--- config.mk ---
export PLATFORM = sky130hd
export DESIGN_NAME = dbuf_pwm_timer
export DESIGN_NICKNAME = d
export VERILOG_FILES = /design/src/rtl/pwm_timer_pkg.sv /design/src/rtl/pwm_tick_div.sv /design/src/rtl/pwm_chan.sv /design/src/rtl/dbuf_pwm_timer.sv
export SDC_FILE = /design/constraint.sdc
export NUM_CORES = 1
export LEC_CHECK = 0
export BUFFER_PORTS_ARGS = -buffer_cell sky130_fd_sc_hd__buf_4
export CELL_PAD_IN_SITES_DETAIL_PLACEMENT = 0
export CELL_PAD_IN_SITES_GLOBAL_PLACEMENT = 1
export CORE_MARGIN = 2
export CORE_UTILIZATION = 41
export CTS_CLUSTER_DIAMETER = 30
export CTS_CLUSTER_SIZE = 30
export DETAILED_ROUTE_END_ITERATION = 10
export MAX_ROUTING_LAYER = met4
export PLACE_DENSITY_LB_ADDON = 0.08
export SLEW_MARGIN = 20
export SYNTH_ARGS = -nofsm -noshare
export SYNTH_HDL_FRONTEND = slang
export SYNTH_HIERARCHICAL = 1
export SYNTH_SLANG_ARGS = --single-unit
--- constraint.sdc ---
create_clock -name clk -period 2.4 [get_ports clk]
set_input_delay 0.24 -clock clk [delete_from_list [all_inputs] [get_ports clk]]
set_output_delay 0.24 -clock clk [all_outputs]
set_load 0.1 [all_outputs]
--- src/rtl/pwm_timer_pkg.sv ---
package pwm_timer_pkg;
  localparam int SEL_W = 2;
  localparam int DIV_W = 4;

  // one control group; packed LSB first: start, upd, inv, reload
  typedef struct packed {
    logic reload;
    logic inv;
    logic upd;
    logic start;
  } chan_ctrl_t;

  // base bit of a channel's control group in the shared register
  function automatic int ctrl_base(input int ch);
    return (ch == 0) ? 0 : 4 * ch + 4;
  endfunction

  // last prescaler phase before a step, ratio = 2 << sel
  function automatic logic [DIV_W-1:0] div_last(input logic [SEL_W-1:0] sel);
    return DIV_W'((2 << sel) - 1);
  endfunction
endpackage

--- src/rtl/pwm_tick_div.sv ---
module pwm_tick_div
  import pwm_timer_pkg::*;
(
  input  logic             clk,
  input  logic             rst_n,
  input  logic             clr,
  input  logic             tick_i,
  input  logic [SEL_W-1:0] sel_i,
  output logic             step_o
);
  logic [DIV_W-1:0] ph_q;
  logic             wrap;

  assign wrap   = (ph_q >= div_last(sel_i));
  assign step_o = tick_i && wrap && !clr;

  always_ff @(posedge clk or negedge rst_n) begin
    if (!rst_n)      ph_q <= '0;
    else if (clr)    ph_q <= '0;
    else if (tick_i) ph_q <= wrap ? '0 : ph_q + 1'b1;
  end


  step_restart_chk: assert property (@(posedge clk) disable iff (!rst_n)
    step_o |=> ph_q == '0);


  clr_hold_chk: assert property (@(posedge clk) disable iff (!rst_n)
    clr |=> ph_q == '0);
endmodule

--- src/rtl/pwm_chan.sv ---
module pwm_chan
  import pwm_timer_pkg::*;
#(
  parameter int CNT_W = 16
) (
  input  logic             clk,
  input  logic             rst_n,
  input  chan_ctrl_t       ctl,
  input  logic             step_i,
  input  logic [CNT_W-1:0] cnt_buf_i,
  input  logic [CNT_W-1:0] cmp_buf_i,
  output logic [CNT_W-1:0] cnt_o,
  output logic             pwm_o
);
  logic [CNT_W-1:0] cnt_q, cmp_q, cnt_dec;
  logic             act_q;
  logic             at_zero, run_step;
  logic             dec_ev, hit_ev, under_ev, reload_ev;

  assign at_zero   = (cnt_q == '0);
  assign run_step  = !ctl.upd && ctl.start && step_i;
  assign dec_ev    = run_step && !at_zero;
  assign under_ev  = run_step && at_zero;
  assign reload_ev = under_ev && ctl.reload;
  assign cnt_dec   = cnt_q - 1'b1;
  assign hit_ev    = dec_ev && (cnt_dec == cmp_q);

  always_ff @(posedge clk or negedge rst_n) begin
    if (!rst_n) begin
      cnt_q <= '0;
      cmp_q <= '0;
      act_q <= 1'b0;
    end else if (ctl.upd || reload_ev) begin
      cnt_q <= cnt_buf_i;
      cmp_q <= cmp_buf_i;
      act_q <= 1'b0;
    end else if (under_ev) begin
      act_q <= 1'b0;
    end else if (dec_ev) begin
      cnt_q <= cnt_dec;
      if (hit_ev) act_q <= 1'b1;
    end
  end

  assign cnt_o = cnt_q;
  assign pwm_o = act_q ^ ctl.inv;


  upd_load_chk: assert property (@(posedge clk) disable iff (!rst_n)
    ctl.upd |=> cnt_q == $past(cnt_buf_i) && cmp_q == $past(cmp_buf_i));


  dec_one_chk: assert property (@(posedge clk) disable iff (!rst_n)
    dec_ev |=> cnt_q == $past(cnt_q) - 1'b1);


  halt_chk: assert property (@(posedge clk) disable iff (!rst_n)
    !ctl.start && !ctl.upd |=> $stable(cnt_q));


  hit_level_chk: assert property (@(posedge clk) disable iff (!rst_n)
    $rose(act_q) |-> cnt_q == cmp_q);


  reload_chk: assert property (@(posedge clk) disable iff (!rst_n)
    reload_ev |=> cnt_q == $past(cnt_buf_i) && !act_q);


  oneshot_stop_chk: assert property (@(posedge clk) disable iff (!rst_n)
    under_ev && !ctl.reload |=> cnt_q == '0 && !act_q);
endmodule

--- src/rtl/dbuf_pwm_timer.sv ---
module dbuf_pwm_timer
  import pwm_timer_pkg::*;
#(
  parameter int NUM_CH = 2,
  parameter int CNT_W  = 16,
  parameter int DATA_W = 16,
  localparam int ADDR_W = $clog2(2 + 3 * NUM_CH)
) (
  input  logic              clk,
  input  logic              rst_n,
  input  logic              wr_en,
  input  logic [ADDR_W-1:0] wr_addr,
  input  logic [DATA_W-1:0] wr_data,
  input  logic [ADDR_W-1:0] rd_addr,
  output logic [DATA_W-1:0] rd_data,
  input  logic [NUM_CH-1:0] tick_in,
  output logic [NUM_CH-1:0] pwm_out
);
  localparam int CTRL_W = ctrl_base(NUM_CH - 1) + 4;
  localparam int PSEL_W = SEL_W * NUM_CH;

  function automatic logic [CTRL_W-1:0] ctrl_mask();
    logic [CTRL_W-1:0] m;
    m = '0;
    for (int c = 0; c < NUM_CH; c++) m[ctrl_base(c) +: 4] = 4'hF;
    return m;
  endfunction

  localparam logic [CTRL_W-1:0] CTRL_MASK = ctrl_mask();

  logic [CTRL_W-1:0] ctrl_q;
  logic [PSEL_W-1:0] psel_q;
  logic [CNT_W-1:0]  cnt_buf_q [NUM_CH];
  logic [CNT_W-1:0]  cmp_buf_q [NUM_CH];
  logic [CNT_W-1:0]  live_cnt  [NUM_CH];

  always_ff @(posedge clk or negedge rst_n) begin
    if (!rst_n) begin
      ctrl_q <= '0;
      psel_q <= '0;
      for (int i = 0; i < NUM_CH; i++) begin
        cnt_buf_q[i] <= '0;
        cmp_buf_q[i] <= '0;
      end
    end else if (wr_en) begin
      if (wr_addr == ADDR_W'(0)) ctrl_q <= wr_data[CTRL_W-1:0] & CTRL_MASK;
      if (wr_addr == ADDR_W'(1)) psel_q <= wr_data[PSEL_W-1:0];
      for (int i = 0; i < NUM_CH; i++) begin
        if (wr_addr == ADDR_W'(2 + 2 * i)) cnt_buf_q[i] <= wr_data[CNT_W-1:0];
        if (wr_addr == ADDR_W'(3 + 2 * i)) cmp_buf_q[i] <= wr_data[CNT_W-1:0];
      end
    end
  end

  always_comb begin
    rd_data = '0;
    if (rd_addr == ADDR_W'(0)) rd_data = DATA_W'(ctrl_q);
    if (rd_addr == ADDR_W'(1)) rd_data = DATA_W'(psel_q);
    for (int i = 0; i < NUM_CH; i++) begin
      if (rd_addr == ADDR_W'(2 + 2 * i))          rd_data = DATA_W'(cnt_buf_q[i]);
      if (rd_addr == ADDR_W'(3 + 2 * i))          rd_data = DATA_W'(cmp_buf_q[i]);
      if (rd_addr == ADDR_W'(2 + 2 * NUM_CH + i)) rd_data = DATA_W'(live_cnt[i]);
    end
  end

  for (genvar g = 0; g < NUM_CH; g++) begin : g_ch
    localparam int B = ctrl_base(g);
    chan_ctrl_t ctl;
    logic       step;
    assign ctl = chan_ctrl_t'(ctrl_q[B +: 4]);

    pwm_tick_div u_div (
      .clk    (clk),
      .rst_n  (rst_n),
      .clr    (ctl.upd),
      .tick_i (tick_in[g] & ctl.start),
      .sel_i  (psel_q[SEL_W*g +: SEL_W]),
      .step_o (step)
    );

    pwm_chan #(.CNT_W(CNT_W)) u_ch (
      .clk       (clk),
      .rst_n     (rst_n),
      .ctl       (ctl),
      .step_i    (step),
      .cnt_buf_i (cnt_buf_q[g]),
      .cmp_buf_i (cmp_buf_q[g]),
      .cnt_o     (live_cnt[g]),
      .pwm_o     (pwm_out[g])
    );
  end


  reserved_zero_chk: assert property (@(posedge clk) disable iff (!rst_n)
    (ctrl_q & ~CTRL_MASK) == '0);
endmodule

==> flow_summary.ini <==
[run_status]
status = finished with violations
violations = setup timing

[cells_and_area]
drive_gt1_frac = 0.3915
final_common_cell = dfrtp_1
n_antenna_cell = 0
design_area_sq_um = 11410
fillers = 1970
nNetsFinal = 1035
mostFrequentLayoutCells = dfrtp_1 (150), buf_4 (140), nand2_1 (82)
regArea_sq_um = 3754
multi_input_area_sq_um = 5191
syn2layout_area_growth_pct = 26.71

[drt]
met2WireLength_microns = 13090
route.detailed.drc = 0
via_per_inst = 5.624
wl_microns = 27240
drtAntennaViolNets = 0
vias = 7249
top_layer_used = met4
drt-pass1-iter-count = 5
wl_met3_microns = 1047
first_iter_violations = 417
wl_per_cell_microns = 21.13
wl_met1_microns = 12620

[setup_path]
crit_family = simple AND/OR/NAND/NOR gates
path_buf_inv = 3
critPathMaxFanout = 7
required_ns = 2.70
cpMostUsedCell = buf_6
worstPathArrival_ns = 2.77
end_kind = flop
start_kind = flop
cp_slowest_cell = or4_4
critPathMaxStageDelay_ns = 0.55
path_cells = or4_4 -> buf_6 -> nor4_4 -> buf_4 -> a41o_4 -> buf_6 -> mux2i_1 -> a221o_1
worstSetupPathType = reg2reg

[sta]
slew_viol_final = 0
setup_viol_count_final = 11
skew_ns = 0.008111
slew_headroom = 0.5910
tightest_slew_ns = 0.6135
timing.final.crit_share = 1.029
fin_crit_ns = 2.469
fin_ws_ns = -0.06879
fmax_ghz = 0.4051
final-hold-violation-count = 0
rsz0062_at_grt = yes

[synth]
synthesis.area_sq_um = 9009
yosysTopAreaCell = dfrtp_1
synthCells = 864
yosys.cell_types.count = 75
synth-seq-cells = 150
seq_area_frac_synth = 0.4167
synth-edff-count = 0
syn-num-nets = 903
synth_flop_cell = dfrtp_1
yosysTopAreaCellShare = 0.4167
syn_area_per_cell_sq_um = 10.43
synth_area_leaders = dfrtp_1 (42%), mux2_2 (10%), nand2_1 (4.3%)
async_reset_ff_frac = 1.000
synth_warnings = 6

[cts]
clock_sinks = 150
cts-root-buf = clkbuf_16
clk_latency_ns = 0.42
cts_tree = yes
clock_path_buffers = 2
clk_pin_slew_ns = 0.06
numCtsBuffers = 17
htreeDepth = 4

[die]
die_h_microns = 152.2
dieWidth_microns = 152.2
ios = 45
start_util = 0.4154
dieArea_sq_um = 23170
core_area_sq_um = 21690
rows = 54

[placement]
placed_cell_area_sq_um = 10190
dp_hpwl_microns = 19940
io_buffers = 44
place_congestion = 0.9196
place_ws_ns = -0.1015

[grt]
grt_pass1_vias = 7585
grt_start_max_net_pins = 59
grt_overflow_total = 0
antenna_found_initial = 0
grt_pass1_wl_microns = 43110
grt_usage = 0.2457

[power_and_ir_drop]
seq_power_share = 0.319
power.leakage_uw = 0.004989
ir_drop_mv = 0.5495
combPwrFrac = 0.454
p_clk_frac = 0.228
p_int_uw = 7727
power_switching_uw = 4908
p_per_area_nw_per_um2 = 1107
p_sw_frac = 0.3884

[min_path]
min_path_type = in2reg

[run]
max_cap_viol_count = 0
cells by family after synthesis:
group / count (synthesis) / share of synthesized area
multiplexers: 133 / 0.1711
flip-flops: 150 / 0.4167
buffers and inverters: 69 / 0.04722
XOR/XNOR: 43 / 0.04181
adder cells (fa/ha/maj): 12 / 0.01667
AND/OR/NAND/NOR: 290 / 0.1744
AO/OA/AOI/OAI: 167 / 0.1321
cells in the mapped netlist (all sizes together), types with 3 or more instances:
cell type    n
o221a        4
o311ai       7
nor3b        9
o221ai       9
mux2i       28
nor2        56
inv         18
xor2        19
a31oi        5
nor3        21
a2bb2oi      3
mux2       105
and3         4
a32oi        4
o2111ai      3
and2        11
and3b        3
clkbuf       9
a22o         7
a221o       11
nor2b       19
o31ai        5
a211oi       4
dfrtp      150
a22oi       10
nand3b       3
nand2b       5
xnor2       24
nand3       15
ha          12
nand2      104
buf         42
or3          7
nor4b        4
o21ai       43
o211ai       7
or4          8
nor4        13
a21oi       28
o22ai        4
repair_timing:
action                                 4_1_cts  5_1_grt
gates resized for setup                     26       82
cloned                                       2        1
setup buffers                               13        4
hold buffers                                 1        0
pin swaps                                   17       49
endpoints found under the hold margin       55        0
setup endpoints to repair                   40       65
state kept, by name (all words and copies together), names as in the netlist:
| signal | count |
|---|---|
| g_ch.u_ch/cnt_o | 32 |
| ctrl_q | 8 |
| psel_q | 4 |
| cnt_buf_q | 32 |
| cmp_buf_q | 32 |
| g_ch.u_ch/cmp_q | 32 |
| g_ch.u_div/ph_q | 8 |
| g_ch.u_ch/act_q | 2 |
power groups by stage:
stage	registers, uW	logic [uW]	clock network (uW)
after floorplan	3890	3440	0
after global placement	4020	5110	0
after detailed placement	4040	5170	0
after CTS	4010	5400	2930
after global routing	4130	6170	3080
final	4030	5730	2870
stage by stage:
stage	power [uW]	instances	hold slack (ns)	TNS, ns	utilization
detailed placement	9216	1236	0.2500	-1.860	0.4698
finish	12630	1289	0.08415	-0.5353	0.5263
global route	13380	1289	0.07324	-4.389	0.5263
CTS	12340	1284	0.06381	-0.3289	0.5106
global placement	9133	1236	0.2505	-0.03706	0.4698
floorplan	7326	864	-0.05559	-0.02565	-
cell type report:
cell class                      count  area share
Clock buffer                       23     0.04187
Clock inverter                      9     0.01293
Inverter                           18    0.005919
Multi-Input combinational cell    645      0.4548
Sequential cell                   150      0.3288
Tap cell                          280     0.03069
Timing Repair Buffer              164      0.1250
per-layer routing:
layer	vias to the layer above	GRT usage
li1	3413	-
met2	173	0.3889
met4	0	0.07388
met1	3631	0.3278
met3	32	0.03783
met5	-	-
final timing paths:
| path | endpoint | slack, ns | startpoint | cells past startpoint |
|---|---|---|---|---|
| worst max-delay path | g_ch[0].u_ch/cnt_o[3] | -0.07 | g_ch[0].u_ch/cnt_o[4] | 8 |
| worst min-delay path | cnt_buf_q[14] | 0.08 | wr_data[14] | 2 |
| worst max register to register | g_ch[0].u_ch/cnt_o[3] | -0.07 | g_ch[0].u_ch/cnt_o[4] | 8 |
| worst min register to register | g_ch[0].u_ch/cmp_q[0] | 0.49 | g_ch[0].u_ch/cmp_q[0] | 2 |
| max in group asynchronous | cnt_buf_q[25] | 1.26 | rst_n | 3 |
| min in group asynchronous | g_ch[0].u_ch/cmp_q[6] | 0.35 | rst_n | 2 |
Power figures use the tool's default switching activity.
